## config.mk

```make
export PLATFORM = sky130hd
export DESIGN_NAME = cs_timing_ctrl
export DESIGN_NICKNAME = d
export VERILOG_FILES = /design/src/rtl/cs_pkg.sv /design/src/rtl/cs_regbank.sv /design/src/rtl/cs_decode.sv /design/src/rtl/cs_sequencer.sv /design/src/rtl/cs_timing_ctrl.sv
export SDC_FILE = /design/constraint.sdc
export NUM_CORES = 1
export LEC_CHECK = 0
export BUFFER_PORTS_ARGS = -buffer_cell sky130_fd_sc_hd__buf_2
export CORE_MARGIN = 2
export CORE_UTILIZATION = 55
export DETAILED_ROUTE_END_ITERATION = 7
export HOLD_SLACK_MARGIN = 0.06
export PLACE_DENSITY = 0.73
export SLEW_MARGIN = 15
export SYNTH_ARGS = -nofsm -noshare
export SYNTH_HDL_FRONTEND = slang
export SYNTH_SLANG_ARGS = --single-unit
```

## constraint.sdc

```tcl
create_clock -name clk -period 8.1 [get_ports clk]
set_input_delay 0.405 -clock clk [delete_from_list [all_inputs] [get_ports clk]]
set_output_delay 0.405 -clock clk [all_outputs]
set_load 0.01 [all_outputs]
```

## src/rtl/cs_pkg.sv

```systemverilog
package cs_pkg;

    localparam int NCH      = 8;
    localparam int AW       = 32;
    localparam int PAGE_LSB = 12;
    localparam int TAG_W    = AW - PAGE_LSB;
    localparam int WS_W     = 5;
    localparam int CH_W     = $clog2(NCH);
    localparam int RA_W     = CH_W + 3;

    typedef struct packed {
        logic [TAG_W-1:0] tag;
        logic             en;
    } page_t;

    typedef struct packed {
        logic [TAG_W-1:0] mask;
        logic             setup;
        logic             wr_hold;
        logic             rd_hold;
        logic [WS_W-1:0]  waits;
        logic             only_read;
        logic             dir_filter;
    } timing_t;

    typedef enum logic [1:0] {
        SQ_IDLE,
        SQ_SETUP,
        SQ_ACTIVE,
        SQ_HOLD
    } seq_state_t;

    function automatic logic [31:0] page_to_word(page_t p);
        return {p.tag, 11'd0, p.en};
    endfunction

    function automatic logic [31:0] timing_to_word(timing_t t);
        return {t.mask, t.setup, t.wr_hold, t.rd_hold, 2'b00, t.waits, t.only_read, t.dir_filter};
    endfunction

    function automatic page_t word_to_page(logic [31:0] w);
        page_t p;
        p.tag = w[31:PAGE_LSB];
        p.en  = w[0];
        return p;
    endfunction

    function automatic timing_t word_to_timing(logic [31:0] w);
        timing_t t;
        t.mask       = w[31:PAGE_LSB];
        t.setup      = w[11];
        t.wr_hold    = w[10];
        t.rd_hold    = w[9];
        t.waits      = w[6:2];
        t.only_read  = w[1];
        t.dir_filter = w[0];
        return t;
    endfunction

    function automatic logic [NCH-1:0] ch_onehot(logic [CH_W-1:0] c);
        logic [NCH-1:0] v;
        v    = '0;
        v[c] = 1'b1;
        return v;
    endfunction

endpackage

```

## src/rtl/cs_regbank.sv

```systemverilog
module cs_regbank
    import cs_pkg::*;
(
    input  logic                      clk,
    input  logic                      rst,
    input  logic [RA_W-1:0]           reg_addr,
    input  logic                      reg_we,
    input  logic [31:0]               reg_wdata,
    output logic [31:0]               reg_rdata,
    output page_t   [NCH-1:0]         pages,
    output timing_t [NCH-1:0]         timings
);

    localparam page_t   BOOT_PAGE   = '{tag: '0, en: 1'b1};
    localparam timing_t BOOT_TIMING = '{mask: '1, setup: 1'b0, wr_hold: 1'b0, rd_hold: 1'b0,
                                        waits: '1, only_read: 1'b0, dir_filter: 1'b0};

    logic [CH_W-1:0] ch_idx;
    logic            unused_bits;

    assign ch_idx      = reg_addr[RA_W-1:3];
    assign unused_bits = ^{reg_addr[1:0], reg_wdata[8:7]};

    always_ff @(posedge clk) begin
        if (rst) begin
            for (int c = 0; c < NCH; c++) begin
                pages[c]   <= (c == 0) ? BOOT_PAGE   : '0;
                timings[c] <= (c == 0) ? BOOT_TIMING : '0;
            end
        end else if (reg_we) begin
            if (reg_addr[2]) timings[ch_idx] <= word_to_timing(reg_wdata);
            else             pages[ch_idx]   <= word_to_page(reg_wdata);
        end
    end

    always_comb begin
        if (reg_addr[2]) reg_rdata = timing_to_word(timings[ch_idx]);
        else             reg_rdata = page_to_word(pages[ch_idx]);
    end

endmodule

```

## src/rtl/cs_decode.sv

```systemverilog
module cs_decode
    import cs_pkg::*;
(
    input  page_t   [NCH-1:0] pages,
    input  timing_t [NCH-1:0] timings,
    input  logic [TAG_W-1:0]  tag,
    input  logic              is_write,
    output logic              hit,
    output logic [CH_W-1:0]   win
);

    logic [NCH-1:0] match;

    for (genvar c = 0; c < NCH; c++) begin : g_match
        logic addr_ok;
        logic dir_ok;
        assign addr_ok  = ((tag ^ pages[c].tag) & timings[c].mask) == '0;
        assign dir_ok   = !timings[c].dir_filter || (timings[c].only_read != is_write);
        assign match[c] = pages[c].en && addr_ok && dir_ok;
    end

    // Fixed priority: the lowest index overrides, so scan from the top down.
    always_comb begin
        hit = |match;
        win = '0;
        for (int c = NCH - 1; c >= 0; c--) begin
            if (match[c]) win = CH_W'(c);
        end
    end

endmodule

```

## src/rtl/cs_sequencer.sv

```systemverilog
module cs_sequencer
    import cs_pkg::*;
(
    input  logic            clk,
    input  logic            rst,
    input  logic            start,
    input  logic            hit,
    input  logic [CH_W-1:0] win,
    input  timing_t         win_timing,
    input  logic            is_write,
    output logic [NCH-1:0]  sel,
    output logic            wr_strobe,
    output logic            rd_oe,
    output logic            ack,
    output logic            drive_hold,
    output logic            busy
);

    seq_state_t      state;
    logic [CH_W-1:0] cur_ch;
    timing_t         cur_t;
    logic            cur_wr;
    logic [WS_W-1:0] cnt;
    logic            aged;

    logic in_active;
    logic in_hold;
    logic strobe_ok;

    assign in_active = (state == SQ_ACTIVE);
    assign in_hold   = (state == SQ_HOLD);
    // With setup on, a write must first spend one select cycle without its strobe.
    assign strobe_ok = !cur_t.setup || aged;

    assign busy       = (state != SQ_IDLE);
    assign wr_strobe  = in_active && cur_wr && strobe_ok;
    assign rd_oe      = !cur_wr && (in_active || in_hold);
    assign ack        = in_active && (cnt == '0) && (!cur_wr || strobe_ok);
    assign drive_hold = in_hold && cur_wr;
    assign sel        = (in_active || (in_hold && !cur_wr)) ? ch_onehot(cur_ch) : '0;

    always_ff @(posedge clk) begin
        if (rst) begin
            state  <= SQ_IDLE;
            cur_ch <= '0;
            cur_t  <= '0;
            cur_wr <= 1'b0;
            cnt    <= '0;
            aged   <= 1'b0;
        end else begin
            unique case (state)
                SQ_IDLE: begin
                    if (start && hit) begin
                        cur_ch <= win;
                        cur_t  <= win_timing;
                        cur_wr <= is_write;
                        cnt    <= win_timing.waits;
                        aged   <= 1'b0;
                        state  <= win_timing.setup ? SQ_SETUP : SQ_ACTIVE;
                    end
                end
                SQ_SETUP: state <= SQ_ACTIVE;
                SQ_ACTIVE: begin
                    aged <= 1'b1;
                    if (cnt != '0) cnt <= cnt - 1'b1;
                    if (ack) begin
                        if (cur_wr ? cur_t.wr_hold : cur_t.rd_hold) state <= SQ_HOLD;
                        else                                         state <= SQ_IDLE;
                    end
                end
                SQ_HOLD: state <= SQ_IDLE;
                default: state <= SQ_IDLE;
            endcase
        end
    end

endmodule

```

## src/rtl/cs_timing_ctrl.sv

```systemverilog
module cs_timing_ctrl
    import cs_pkg::*;
(
    input  logic             clk,
    input  logic             rst,
    input  logic [RA_W-1:0]  reg_addr,
    input  logic             reg_we,
    input  logic [31:0]      reg_wdata,
    output logic [31:0]      reg_rdata,
    input  logic             cyc_start,
    input  logic [AW-1:0]    cyc_addr,
    input  logic             cyc_write,
    output logic [NCH-1:0]   cs_sel,
    output logic             wr_strobe,
    output logic             rd_oe,
    output logic             xfer_ack,
    output logic             drive_hold,
    output logic             busy
);

    page_t   [NCH-1:0] pages;
    timing_t [NCH-1:0] timings;
    logic              hit;
    logic [CH_W-1:0]   win;
    logic              unused_offset;

    assign unused_offset = ^cyc_addr[PAGE_LSB-1:0];

    cs_regbank u_regs (
        .clk       (clk),
        .rst       (rst),
        .reg_addr  (reg_addr),
        .reg_we    (reg_we),
        .reg_wdata (reg_wdata),
        .reg_rdata (reg_rdata),
        .pages     (pages),
        .timings   (timings)
    );

    cs_decode u_dec (
        .pages    (pages),
        .timings  (timings),
        .tag      (cyc_addr[AW-1:PAGE_LSB]),
        .is_write (cyc_write),
        .hit      (hit),
        .win      (win)
    );

    cs_sequencer u_seq (
        .clk        (clk),
        .rst        (rst),
        .start      (cyc_start),
        .hit        (hit),
        .win        (win),
        .win_timing (timings[win]),
        .is_write   (cyc_write),
        .sel        (cs_sel),
        .wr_strobe  (wr_strobe),
        .rd_oe      (rd_oe),
        .ack        (xfer_ack),
        .drive_hold (drive_hold),
        .busy       (busy)
    );

endmodule

```

---- After elaboration in Yosys (flattened, before gate mapping) ----
Cells that the tools add are included.
word-level totals
  input bits .............................. 75
  register bits after elaboration ......... 423
operators by class
  bitwise gates (word level) .............. 17
  eq/ne operators ......................... 14
  reduce and logical (&&, ||, !) cells .... 68
  multiplexer cells ....................... 35
  add/sub/neg operators ................... 1
  magnitude comparators ................... 5
operator list
  operator                                                    number
  bitwise mux 240 bit                                         1
  binary-select mux 30 bit (select 3 bit)                     2
  bitwise mux 168 bit                                         1
  AND 20 bit                                                  8
  zero test 20 bit                                            8
  bitwise XOR 20 bit                                          8
  demux 30 bit (select 3 bit)                                 1
  binary-select mux 21 bit (select 3 bit)                     1
  demux 21 bit (select 3 bit)                                 1
  2-to-1 mux 30 bit                                           2
  2-to-1 mux 21 bit                                           2
  2-to-1 mux 32 bit                                           1
  logical AND 1 bit                                           26
  2-to-1 mux 3 bit                                            8
  logical OR 1 bit                                            12
  less-than comparator 3 x 4 -> 1 bit, second input constant  3
  zero test 1 bit                                             10
  2-to-1 mux 10 bit                                           1
  2-to-1 mux 5 bit                                            2
  case mux 5 bit (2 select lines)                             1
  AND reduction 2 bit                                         5
  2-to-1 mux 2 bit                                            4
  2-to-1 mux 8 bit                                            1
  != test 1 bit                                               8
  17 further kinds                                            23

---- Logic depth before layout (Yosys ltp) ----
  depth in word-level cells ............... 18
  depth in mapped cells ................... 13
  depth with buffers taken out ............ 10

---- Modules after synthesis ----
Synthesis repeated with hierarchy kept, for this count alone.
unflattened totals
  cell total of the unflattened synthesis .. 2870
  area, all modules ....................... 23269.8 µm²
by module, submodules not included
  module          cells an instance  instances  seq. area each (µm²)  area an instance (µm²)
  cs_regbank      2328               1          8167.8                17879.6
  cs_decode       325                1          0.0                   2523.7
  cs_timing_ctrl  107                1          0.0                   2030.7
  cs_sequencer    110                1          300.3                 835.8

---- Least setup slack after synthesis ----
OpenSTA, ideal clock, no wires.
  kind .................................... input-to-reg
  start ................................... input cyc_addr[24]
  end ..................................... register u_seq.cnt[2]
  cell stages on the path ................. 10
  setup slack ............................. 5236 ps
  buffers on the path ..................... 2
  setup time .............................. 122 ps
  data arrival time ....................... 2743 ps
  path through ............................ buf_2 -> xor2_1 -> a22oi_1 -> nand4_1 -> or3_4 -> nor4b_4 -> nor3b_1 -> buf_4 -> mux4_2 -> a221o_1
between the ends
  longest elaborated chain between the ends .. 17
  elaborated cells on any way between the ends .. 56
RTL lines
  what                                     line                  text
  start: declaration                       cs_timing_ctrl.sv:11  input logic [AW-1:0] cyc_addr,
  bitwise XOR 20 bit                       cs_decode.sv:17       assign addr_ok = ((tag ^ pages[c].tag) & timings[c].mask) == '0;
  AND 20 bit                               cs_decode.sv:17
  zero test 20 bit                         cs_decode.sv:17
  logical AND 1 bit (2 in series)          cs_decode.sv:19       assign match[c] = pages[c].en && addr_ok && dir_ok;
  2-to-1 mux 3 bit (8 in series)           cs_decode.sv:27       if (match[c]) win = CH_W'(c);
  binary-select mux 30 bit (select 3 bit)  cs_timing_ctrl.sv:55  .win_timing (timings[win]),
  2-to-1 mux 10 bit (not written as such)  cs_timing_ctrl.sv:55
  2-to-1 mux 5 bit                         cs_sequencer.sv:53    if (start && hit) begin
  case mux 5 bit (2 select lines)          cs_sequencer.sv:51    unique case (state)
  end signal: assignment                   cs_sequencer.sv:57    cnt <= win_timing.waits;
  end signal: assignment                   cs_sequencer.sv:65    if (cnt != '0) cnt <= cnt - 1'b1;
  end: declaration                         cs_sequencer.sv:23    logic [WS_W-1:0] cnt;
Several ways; a longest one is shown, not always the timed one. The select of a mux whose other input is x is not followed.
A chain may end at the register's enable or synchronous reset.

---- Final worst setup path ----
  start ................................... input reg_addr[4]
  end ..................................... output reg_rdata[26]
between the ends
  longest elaborated chain between the ends .. 3
  elaborated cells on any way between the ends .. 5
RTL lines
  what                                                                                                line                                text
  start: declaration                                                                                  cs_timing_ctrl.sv:6                 input logic [RA_W-1:0] reg_addr,
  binary-select mux 21 bit (select 3 bit) or binary-select mux 30 bit (select 3 bit) (tied branches)  cs_regbank.sv:38, cs_regbank.sv:37
  2-to-1 mux 21 bit (not written as such) or 2-to-1 mux 30 bit (tied branches)                        cs_regbank.sv:38, cs_regbank.sv:37
  2-to-1 mux 32 bit *                                                                                 cs_regbank.sv:37                    if (reg_addr[2]) reg_rdata = timing_to_word(timings[ch_idx]);
  end: declaration                                                                                    cs_timing_ctrl.sv:9                 output logic [31:0] reg_rdata,
Every way passes the cells marked *; elsewhere a longest branch is shown, timed or not. The select of a mux whose other input is x is not followed.

==> reports/qor.txt <==
Sequential area share after synthesis - 0.400
Remaining routing DRC violations - 0
Setup TNS - 0 ns
Reg-to-reg startpoint - u_regs.pages[72]$_SDFFE_PP0P_
Met2 capacity usage during global routing - 0.619
Cell depth of the worst setup path - 12
Ratio of final minimum period to clock period - 0.563
Initial core utilization - 0.560
Count of placed standard cells including taps - 3,151
Number of enable-type register cells in the synthesized netlist - 0
Post-Syn Instances - 2,748
Post-detailed-route via-to-cell ratio - 6.59
Peak per-stage delay on the critical path - 0.66 ns
Final hold violation count - 0
Clk buf depth - 3
Largest net degree at the start of global routing - 156
Ys async rst share - 0
Horiz. Die Dim - 200 µm
Busiest grt layer - met2
Hold-fix buffer count after cts - 0
Global routing met3 resource utilization - 0.122
Sum of overflow across all layers after global routing - 0
Crit-path most repeated cell - buf_4
Global placement routability congestion - 1.03
Launching element type of the critical path - input pin
Global-route wire length before repair - 128 mm
Most common library cell in the layout ignoring fill and taps - nand2_1
FF+latch count, synth - 423
Inserted Clock Buffers - 46
Crit path time final - 4.56 ns
Die H - 200 µm
Combinational family with the most area after synthesis - simple AND/OR/NAND/NOR gates
Resized Gates After CTS - 0
Hold Path Depth - 3
Worst-skew pair later-pin latency - 0.60 ns
Portion of netlist area occupied by mux cells - 0.0722
Crit path max-delay family - buffers and inverters
Commonest non-fill, non-tap cells in the layout - nand2_1 (882), a21oi_1 (432), dfxtp_1 (423)
Via count of the routed design - 21,400
Peak supply drop - 0.236 mV
Rel. slew slack - 0.135
PD cells - 204 nW/µm²
Register-to-register setup slack - 4.28 ns
Number of library cell types mapped by synthesis - 58
Number of nets with antenna violations after detailed routing - 0
Final routed wirelength across all metal layers - 87.8 mm
Setup WS post-layout - 3.54 ns
Ports - 120
NumNets Final - 2,765
Layout Cells excl Fill - 3,245
Max Clock Skew - 0.0102 ns
TritonRoute pass-1 iters - 7
Post-CTS setup buffer count - 0
YS warnings - 0
Post-detail-place hpwl - 56.2 mm
Timing-limited maximum frequency - 219 MHz
Clock tree from TritonCTS - done
RSZ-0062 raised after global routing - no
Core Rows - 71
Final cell utilization of the core - 0.616
Port buffer count - 101
Synthesized area per cell - 7.71 µm²
Simple-Gate Fraction of Synth Area - 0.207
Pre-CTS setup slack - 3.76 ns
Class of the tightest hold or removal check - input pin to flip-flop
Via count of the first global-routing pass - 19,800
Number of cell instances on the worst register-to-register path - 10
H-tree levels - 2
Area post-placement - 21,700 µm²
Type of destination of the critical path - primary output
Cell-by-cell listing of the critical path - buf_4, buf_4, and2_1, buf_4, and2_1, buf_4, a22o_1, a221oi_1, o21ai_0, a211oi_1, a31oi_1, buf_2
Worst Setup SP - reg_addr[4]
Number of DRC violations after detailed-routing iteration 0 - 3,691
Ratio of cells with drive above 1 in the final layout - 0.111
Clock-pin slew reported for the worst setup and hold paths after clock tree synthesis - 0.06 ns
Total global routing track utilization - 0.423
Max-cap viol count - 0
Worst EP required - 7.70 ns
Clock Root Buffer - clkbuf_16
TritonCTS sink count - 423
Total buffers and inverters traversed by the critical path - 5
Synth-to-Final Area Change - 9.99%
Adder-cell area share of the yosys netlist - 0.00118
Count of filler cells inserted in the layout - 3,364
Total die area - 40,100 µm²
Hold Startpoint - reg_wdata[4]
Worst Max-Slew Pin Slew - 1.29 ns
Compound-cell area share of the yosys netlist - 0.197
GR met1 Demand/Resource - 0.535
Leakage power of the design - 8.40 nW
Count of final setup violators - 0
Number of antenna violations at the first check in global routing - 17
Max Slew Vio Count - 0
Status - complete, no violations
Commonest register cell after synthesis - dfxtp_1
Xor/xnor cell area share of the yosys netlist - 0.0694
Routed length per placed instance - 27.1 µm
Area of the mapped netlist - 21,200 µm²
Arrival @ worst endpoint - 4.15 ns
Critical path type - input pin to primary output
Post-Layout Inst Area - 23,300 µm²
CP max stage cell - and2_1
Crit-path max FO - 33
Area inside the core boundary - 37,800 µm²
cell usage after synthesis (3+ instances only):
library cell,instances,area (µm²)
a211oi_1,10,75.1
dfxtp_1,423,8470
o211ai_1,3,22.5
a22o_1,19,166
a22oi_1,119,893
o21ai_0,40,200
buf_1,12,45.0
a221oi_1,26,228
buf_6,8,90.1
buf_4,13,97.6
mux2i_1,64,641
o21ai_1,4,20.0
a21oi_1,432,2160
clkbuf_1,214,803
nand3b_1,26,195
inv_1,9,33.8
nor3_1,13,65.1
xor2_1,160,1400
nand4_1,25,156
nor3_2,3,30.0
and3_1,4,25.0
nand2b_1,9,56.3
nand2_1,882,3310
a31oi_1,18,113
or3_1,5,31.3
nor2b_1,4,25.0
mux2_2,15,169
nor2_1,62,233
nand3_1,18,90.1
and2_1,7,43.8
buf_2,15,75.1
mux4_2,32,721
or2_2,3,18.8
o221ai_1,3,26.3
xnor2_1,8,70.1
a221o_1,11,110
flip-flops by register name, indices dropped and copies added (netlist names):
name            count
u_regs.pages      168
u_regs.timings    240
u_seq.aged          1
u_seq.cnt           5
u_seq.cur_ch        3
u_seq.cur_t         3
u_seq.cur_wr        1
u_seq.state         2
cell type report:
cell class,count,area [µm²],share of cell area
sequential,423,8470,0.363
multi-input combinational,2055,11700,0.502
tap,511,639,0.0274
inverter,9,33.8,0.00145
antenna,13,32.5,0.00140
clock inverter,4,48.8,0.00209
clock buffer,77,1480,0.0636
timing repair buffer,153,911,0.0391
through the flow:
stage	hold WS, ns	power, W
after floorplan	0.442	0.00246
final	0.123	0.00476
after global routing	0.135	0.00485
after detailed placement	0.456	0.00262
after CTS	0.116	0.00472
after global placement	0.453	0.00261
logic make-up after synthesis:
kind of cell	after synthesis
other cells	1
simple gates	1071
flops	423
xor+xnor	168
compound gates	701
mux	111
buf+inv	271
fa+ha+maj	2
final timing paths:
| path | to |
|---|---|
| hold reg to reg | u_seq.cur_t[8]$_SDFFE_PP0P_ |
| setup reg to reg | u_seq.cnt[0]$_SDFFE_PP0P_ |
| setup / recovery | reg_rdata[26] |
| hold / removal | u_regs.timings[214]$_SDFFE_PP0P_ |
per-layer routing:
layer  part of all wire  vias to the layer above
li1                   -                     9246
met1               0.35                     9960
met2               0.42                     1765
met3               0.14                      409
met4              0.084                        6
met5             0.0028                        -
worst reg2reg max path: cells and delay by family, from the launching register on:
kind,cells,cell delay (ns)
compound gates,5,1.06
xor+xnor,1,0.17
buf+inv,1,0.32
flops,1,0.34
mux,1,0.60
simple gates,2,1.17
power by group:
group | total [W] | switching, W | leakage (nW) | internal [W]
clock network | 0.00216 | 0.000889 | 0.753 | 0.00127
registers | 0.00214 | 0.0000284 | 3.42 | 0.00211
logic | 0.000458 | 0.000330 | 4.23 | 0.000128
total | 0.00476 | 0.00125 | 8.40 | 0.00351
(Power assumes the default switching activity.)
